--- src/rtl/dgn_pkg.sv ---
package dgn_pkg;
    typedef enum logic [2:0] {
        ST_IDLE,
        ST_PICK,
        ST_RESTORE,
        ST_REPLAY,
        ST_FATAL
    } dgn_state_e;
endpackage

--- src/rtl/dgn_trial_gen.sv ---
module dgn_trial_gen #(
    parameter int NPART = 4
) (
    input  logic [NPART-1:0] cfg,
    input  logic [NPART-1:0] ptr,
    input  logic [NPART-1:0] defects,
    output logic [NPART-1:0] trial,
    output logic             usable
);
    logic [NPART-1:0] flip;

    // The flip is masked where the alternate copy is known bad. A masked
    // flip leaves the trial equal to the configuration, which means skip.
    always_comb begin
        flip   = ptr & ~defects;
        trial  = cfg ^ flip;
        usable = (trial != cfg);
    end
endmodule

--- src/rtl/dgn_vec_regs.sv ---
module dgn_vec_regs #(
    parameter int NPART = 4
) (
    input  logic             clk,
    input  logic             rst_n,
    input  logic             init,
    input  logic             advance,
    input  logic             load,
    input  logic             commit,
    input  logic [NPART-1:0] trial_in,
    output logic [NPART-1:0] cfg_q,
    output logic [NPART-1:0] trial_q,
    output logic [NPART-1:0] ptr_q,
    output logic [NPART-1:0] defects_q,
    output logic             exhausted
);
    localparam int CW = $clog2(NPART + 1);
    localparam logic [CW-1:0] TRIES_MAX = CW'(NPART);

    logic [CW-1:0] tries_q;

    always_ff @(posedge clk or negedge rst_n) begin
        if (!rst_n) begin
            ptr_q   <= '0;
            tries_q <= '0;
        end else if (init) begin
            ptr_q   <= NPART'(1);
            tries_q <= '0;
        end else if (advance) begin
            ptr_q   <= ptr_q << 1;
            tries_q <= tries_q + CW'(1);
        end
    end

    always_ff @(posedge clk or negedge rst_n) begin
        if (!rst_n) begin
            trial_q <= '0;
        end else if (load) begin
            trial_q <= trial_in;
        end
    end

    // A commit retires the copy that was just swapped out. The defect bit
    // refers to whichever copy is currently inactive.
    always_ff @(posedge clk or negedge rst_n) begin
        if (!rst_n) begin
            cfg_q     <= '0;
            defects_q <= '0;
        end else if (commit) begin
            cfg_q     <= trial_q;
            defects_q <= defects_q | ptr_q;
        end
    end

    assign exhausted = (tries_q == TRIES_MAX);
endmodule

--- src/rtl/dgn_fsm.sv ---
module dgn_fsm
    import dgn_pkg::*;
(
    input  logic       clk,
    input  logic       rst_n,
    input  logic       diag_start,
    input  logic       replay_done,
    input  logic       replay_err,
    input  logic       usable,
    input  logic       exhausted,
    output dgn_state_e state,
    output logic       init,
    output logic       advance,
    output logic       load,
    output logic       commit
);
    dgn_state_e state_nx;

    always_ff @(posedge clk or negedge rst_n) begin
        if (!rst_n) state <= ST_IDLE;
        else        state <= state_nx;
    end

    always_comb begin
        state_nx = state;
        init     = 1'b0;
        advance  = 1'b0;
        load     = 1'b0;
        commit   = 1'b0;
        unique case (state)
            ST_IDLE: begin
                if (diag_start) begin
                    init     = 1'b1;
                    state_nx = ST_PICK;
                end
            end
            ST_PICK: begin
                if (exhausted) begin
                    state_nx = ST_FATAL;
                end else if (!usable) begin
                    advance = 1'b1;
                end else begin
                    load     = 1'b1;
                    state_nx = ST_RESTORE;
                end
            end
            ST_RESTORE: state_nx = ST_REPLAY;
            ST_REPLAY: begin
                if (replay_done) begin
                    if (replay_err) begin
                        advance  = 1'b1;
                        state_nx = ST_PICK;
                    end else begin
                        commit   = 1'b1;
                        state_nx = ST_IDLE;
                    end
                end
            end
            ST_FATAL: state_nx = ST_FATAL;
            default:  state_nx = ST_IDLE;
        endcase
    end
endmodule

--- src/rtl/diag_reconfig_ctrl.sv ---
module diag_reconfig_ctrl
    import dgn_pkg::*;
#(
    parameter int NPART = 4
) (
    input  logic             clk,
    input  logic             rst_n,
    input  logic             diag_start,
    input  logic             replay_done,
    input  logic             replay_err,
    output logic             restore_req,
    output logic [NPART-1:0] cfg_sel,
    output logic             busy,
    output logic             fatal
);
    dgn_state_e       state;
    logic             init, advance, load, commit;
    logic             usable, exhausted;
    logic [NPART-1:0] cfg_q, trial_q, ptr_q, defects_q, trial_c;
    logic             in_replay;

    dgn_trial_gen #(.NPART(NPART)) u_trial (
        .cfg     (cfg_q),
        .ptr     (ptr_q),
        .defects (defects_q),
        .trial   (trial_c),
        .usable  (usable)
    );

    dgn_vec_regs #(.NPART(NPART)) u_regs (
        .clk       (clk),
        .rst_n     (rst_n),
        .init      (init),
        .advance   (advance),
        .load      (load),
        .commit    (commit),
        .trial_in  (trial_c),
        .cfg_q     (cfg_q),
        .trial_q   (trial_q),
        .ptr_q     (ptr_q),
        .defects_q (defects_q),
        .exhausted (exhausted)
    );

    dgn_fsm u_fsm (
        .clk         (clk),
        .rst_n       (rst_n),
        .diag_start  (diag_start),
        .replay_done (replay_done),
        .replay_err  (replay_err),
        .usable      (usable),
        .exhausted   (exhausted),
        .state       (state),
        .init        (init),
        .advance     (advance),
        .load        (load),
        .commit      (commit)
    );

    always_comb begin
        in_replay   = (state == ST_REPLAY);
        restore_req = (state == ST_RESTORE);
        busy        = (state != ST_IDLE) && (state != ST_FATAL);
        fatal       = (state == ST_FATAL);
        cfg_sel     = (restore_req || in_replay) ? trial_q : cfg_q;
    end
endmodule

--- config.mk ---
export PLATFORM = sky130hd
export DESIGN_NAME = diag_reconfig_ctrl
export DESIGN_NICKNAME = d
export VERILOG_FILES = /design/src/rtl/dgn_pkg.sv /design/src/rtl/dgn_trial_gen.sv /design/src/rtl/dgn_vec_regs.sv /design/src/rtl/dgn_fsm.sv /design/src/rtl/diag_reconfig_ctrl.sv
export SDC_FILE = /design/constraint.sdc
export NUM_CORES = 1
export LEC_CHECK = 0
export ABC_AREA = 1
export BUFFER_PORTS_ARGS = -buffer_cell sky130_fd_sc_hd__buf_2
export CAP_MARGIN = 20
export CORE_MARGIN = 5
export CORE_UTILIZATION = 60
export CTS_CLUSTER_DIAMETER = 50
export DETAILED_ROUTE_END_ITERATION = 7
export HOLD_SLACK_MARGIN = 0.1
export PLACE_DENSITY = 0.81
export SETUP_SLACK_MARGIN = 0.05
export SLEW_MARGIN = 20
export SYNTH_ARGS = -nofsm -noshare
export SYNTH_HDL_FRONTEND = slang
export SYNTH_SLANG_ARGS = --single-unit
--- constraint.sdc ---
create_clock -name clk -period 3.2 [get_ports clk]
set_clock_uncertainty 0.05 [all_clocks]
set_input_delay 0 -clock clk [delete_from_list [all_inputs] [get_ports clk]]
set_output_delay 0 -clock clk [all_outputs]
set_load 0.05 [all_outputs]
After elaboration in Yosys (flattened, before gate mapping)
Index checks and enable logic that the tools add are counted.

Output and inout bits: 7. Bits in registers: 22. Input port bits: 5.

Equality and inequality tests: 10. Reductions and logical operators: 6. Muxes and demuxes: 24. Bitwise operators: 4. $add $sub $neg: 1.

Operator list (count): 3-bit 2-to-1 mux (6); 3-bit one-hot mux with 5 select lines (1); 1-bit 2-to-1 mux (13); 4-bit 2-to-1 mux (3); 3-bit by 2-bit == test with 1-bit output, second input constant (2); 3-bit == test, second input constant (2); 4-bit AND (1); 2-bit inequality test, second input constant (2); 4-bit inequality test (1); 4-bit inverter (1); 4-bit bitwise OR (1); 4-bit bitwise XOR (1); 3-bit by 1-bit adder with 3-bit output, second input constant (1); 3-bit by 1-bit == test with 1-bit output, second input constant (1); 3-bit logical NOT (1); 3-bit by 2-bit inequality test with 1-bit output, second input constant (1); 3-bit inequality test, second input constant (1); 3-bit AND reduction (1); 3-bit nonzero test (1); 1-bit one-hot mux with 2 select lines (1); 2-bit nonzero test (1); 1-bit logical AND (1); 1-bit logical OR (1).

Depth between registers and ports, before layout
Word-level depth: 9. Depth in mapped cells: 9. Mapped depth without buffers: 9.

Hierarchy
Synthesis repeated with hierarchy kept, for this count alone.

Cell total of the unflattened synthesis: 157. Area total of the unflattened synthesis: 1256.2 um2.

Modules (own cells, without submodules): dgn_vec_regs (cells each 74, times used 1, area each 810.8 um2, sequential area each 475.5 um2); dgn_fsm (cells each 41, times used 1, area each 252.7 um2, sequential area each 75.1 um2); dgn_trial_gen (cells each 25, times used 1, area each 116.4 um2, sequential area each 0.0 um2); diag_reconfig_ctrl (cells each 17, times used 1, area each 76.3 um2, sequential area each 0.0 um2).

Least setup slack after synthesis
No wires, ideal clock.

Kind: flip-flop to output port. Start point: reg u_fsm.state[2]. End point: out cfg_sel[0]. Setup slack: 1.388 ns. Arrival time: 1.762 ns. Cell stages (with the launch flop): 5. Path through: dfrtp_1 -> inv_2 -> nand2_2 -> buf_6 -> o21ai_0.

Cells in the longest elaborated chain, start to end: 3. Elaborated cells on any way between the ends: 4. Classes of those cells: 2 x eq/ne; 1 x mux; 1 x reduce/logical.

RTL lines: start, declared (RTL line dgn_fsm.sv:11) `output dgn_state_e state,`; start signal, assigned (RTL line dgn_fsm.sv:21) `else state <= state_nx;`; 3-bit by 2-bit == test with 1-bit output (on tied branches) (RTL line diag_reconfig_ctrl.sv:62, diag_reconfig_ctrl.sv:61); 1-bit logical OR * (RTL line diag_reconfig_ctrl.sv:65) `cfg_sel = (restore_req || in_replay) ? trial_q : cfg_q;`; 4-bit 2-to-1 mux * (RTL line diag_reconfig_ctrl.sv:65); end, declared (RTL line diag_reconfig_ctrl.sv:12) `output logic [NPART-1:0] cfg_sel,`.

Mark *: on every way between the ends. The rest lies on a longest branch, timed or not.

Final worst setup path
Start point: reg u_regs.tries_q[0]. End point: reg u_fsm.state[1].

Cells in the longest elaborated chain, start to end: 3. Elaborated cells on any way between the ends: 5. Classes of those cells: 2 x eq/ne; 2 x mux; 1 x reduce/logical.

RTL lines: start, declared (RTL line dgn_vec_regs.sv:20) `logic [CW-1:0] tries_q;`; start signal, assigned (RTL line dgn_vec_regs.sv:31) `tries_q <= tries_q + CW'(1);`; 3-bit == test * (RTL line dgn_vec_regs.sv:55) `assign exhausted = (tries_q == TRIES_MAX);`; 3-bit 2-to-1 mux / 3-bit by 2-bit inequality test with 1-bit output (equally long branches); 3-bit one-hot mux with 5 select lines / 3-bit AND reduction (equally long branches).

Marked as above. A chain may end at the register's enable or synchronous reset.

==> flow_metrics.tcl <==
set metrics [dict create \
    hp-class "in -> async" \
    reg2reg_slack_ps 1240 \
    cts_setup_buffers 0 \
    worstPathArrival_ps 2100 \
    setup_violations 0 \
    synth_most_common_cell "nand2_1" \
    synth_nets 138 \
    post-route-min-period_ps 1960 \
    drtIter0Drc 27 \
    fin_crit_sh 0.612 \
    insertion_delay_ps 300 \
    vdd_drop_max_mv 0.500 \
    total_power_mw 1.03 \
    hold_violations 0 \
    p_clk_frac 0.206 \
    port_buffers 11 \
    crit_path_start_kind "flop" \
    avgSynthCellArea_sq_um 8.95 \
    synthCells 131 \
    relSlewSlack 0.674 \
    firstDrtPassIters 4 \
    reg2reg_depth 9 \
    r2r_end "u_fsm.state[1]$_DFFE_PN0P_" \
    antenna_found_initial 0 \
    endpoint_kind "flop" \
    path_clk_slew_ps 130 \
    max_stage_delay_ps 560 \
    path_max_fanout 9 \
    synthFlopType "dfrtp_1" \
    clk_path_buf_depth 2 \
    p_comb_frac 0.419 \
    hpwl_um 1530 \
    htree_levels 1 \
    tritoncts "done" \
    async_reset_ff_frac 1.00 \
    synth_top_area_cell "dfrtp_1" \
    path_buf_inv 3 \
    path_delay_family "buffers and inverters" \
    grt_pass1_wl_um 3880 \
    drive_gt1_frac 0.253 \
    p_leak_nw 0.673 \
    cts_inserted_buffers 3 \
    power.density_nw_per_um2 760 \
    synth_top_cell_area_share 0.470 \
    gp_congestion 0.819 \
    drc 0 \
    synth_edf_count 0 \
    power.switching_mw 0.425 \
    internal_power_mw 0.602 \
    die-height_um 54.2 \
    critPathLaunch "u_regs.tries_q[0]$_DFFE_PN0P_" \
    vias 878 \
    setup-tns-final_ps 0 \
    p_seq_frac 0.375 \
    worst_pin_slew_ps 489 \
    rsz0062_at_grt "false" \
    max_freq_mhz 511 \
    grt_pass1_vias 906 \
    syn_to_final_growth_pct 15.3 \
    worstReg2RegStart "u_regs.tries_q[0]$_DFFE_PN0P_" \
    clock_sinks 22 \
    drv_cap 0 \
    wl_um 2250 \
    required_ps 3340 \
    crit_chain "inv_1, ha_1, nand2_1, inv_1, nor2_4, nand2_4, nand2_1, a21oi_1, dlygate4sd3_1" \
    num_io_pins 12 \
    grt_max_degree 23 \
    die_area_sq_um 2940 \
    antenna_cells 0 \
    wl_per_cell_um 12.7 \
    slowest_stage "dlygate4sd3_1" \
    slew_violations 0 \
    synth_common_cells "32 x nand2_1, 22 x dfrtp_1, 19 x inv_1, 9 x o21ai_2, 8 x o21ai_0" \
    synth.cell_area_sq_um 1170 \
    synth_seq_area_share 0.470 \
    gr-total-overflow 0 \
    status "complete, no violations" \
    crit_end "u_fsm.state[1]$_DFFE_PN0P_" \
    cp.depth 9 \
    root_buffer "clkbuf_4" \
    critPathKind "reg -> reg" \
    start_util 0.616 \
    rows 16 \
    core_region_area_sq_um 1900 \
    post_drt_via_cell_ratio 4.96 \
    track_usage 0.181 \
    ys_warn_count 0 \
    ys_types 21 \
    fp.dieW_um 54.2 \
    ys_top_cells_by_area "dfrtp_1 47%, nand2_1 10%, o21ai_2 6.7%" \
    ys_ff_latch 22 \
    switching_share 0.414 \
    nets 158 \
    drtAntennaViolNets 0 \
]
[how the worst min path moves through the flow]
stage           from                       endpoint  cells after the start
5_1_grt        rst_n     u_fsm.state[0]$_DFFE_PN0P_                      2
3_3_place_gp   rst_n     u_fsm.state[1]$_DFFE_PN0P_                      1
4_1_cts        rst_n  u_regs.trial_q[3]$_DFFE_PN0P_                      2
3_5_place_dp   rst_n     u_fsm.state[0]$_DFFE_PN0P_                      1
2_1_floorplan  rst_n     u_fsm.state[0]$_DFFE_PN0P_                      0
6_report       rst_n  u_regs.trial_q[3]$_DFFE_PN0P_                      2
[layout make-up]
type                            instances  area (sq um)
Clock buffer                            3          22.5
Clock inverter                          1          30.0
Fill cell                             145           551
Inverter                               21          78.8
Multi-Input combinational cell         86           520
Sequential cell                        22           551
Tap cell                               27          33.8
Timing Repair Buffer                   17           115
[power groups by stage]
stage	clock, mW	sequential, mW	combinational, mW
2_1_floorplan	0	0.377	0.329
6_report	0.211	0.385	0.431
3_3_place_gp	0	0.385	0.377
5_1_grt	0.226	0.391	0.476
3_5_place_dp	0	0.389	0.387
4_1_cts	0.217	0.383	0.422
[sequential cells by signal, indices dropped and copies added, names as in the netlist]
| signal | count |
|---|---|
| u_regs.ptr_q | 4 |
| u_fsm.state | 3 |
| u_regs.defects_q | 4 |
| u_regs.trial_q | 4 |
| u_regs.tries_q | 3 |
| u_regs.cfg_q | 4 |
[routing by layer]
metal  part of all wire  routed length [um]  up-vias  track usage
li1                   -                   -      457            -
met1               0.47                1060      409        0.221
met2               0.51                1140       10        0.305
met3              0.018                  41        2       0.0388
met4             0.0058                  13        0       0.0788
met5                  0                   0        -            0
[per-stage QoR]
step | instance area (sq um) | setup WS, ps | utilization | cells | hold WS, ps
floorplan | 1170 | 1390 | - | 131 | -346
global placement | 1240 | 1770 | 0.651 | 167 | -63.6
detailed placement | 1240 | 1710 | 0.651 | 167 | -58.5
CTS | 1350 | 1280 | 0.711 | 177 | 131
global route | 1350 | 1130 | 0.711 | 177 | 192
finish | 1350 | 1240 | 0.711 | 177 | 144
[repair_timing]
item	4_1_cts	5_1_grt
hold buffers	6	0
resized for setup	0	0
setup endpoints to repair	0	0
hold endpoints to repair	31	0
[cells by family after synthesis]
family,synth area share
flip-flops,0.470
buffers and inverters,0.0864
XOR/XNOR,0.0374
adder cells (fa/ha/maj),0.0213
AO/OA/AOI/OAI,0.127
AND/OR/NAND/NOR,0.258
[cell usage in the layout, fill, tap and decap left out, drive strengths merged]
cell type and n:
ha 2, nor2 7, o22ai 2, xor2 5
o21ai 17, nand3 5, dfrtp 22, a21boi 1
buf 11, clkbuf 3, bufinv 1, dlygate4sd3 6
inv 21, nand2 38, nand4 7, a21oi 2
Note: power is estimated with default switching activity, not from simulation.
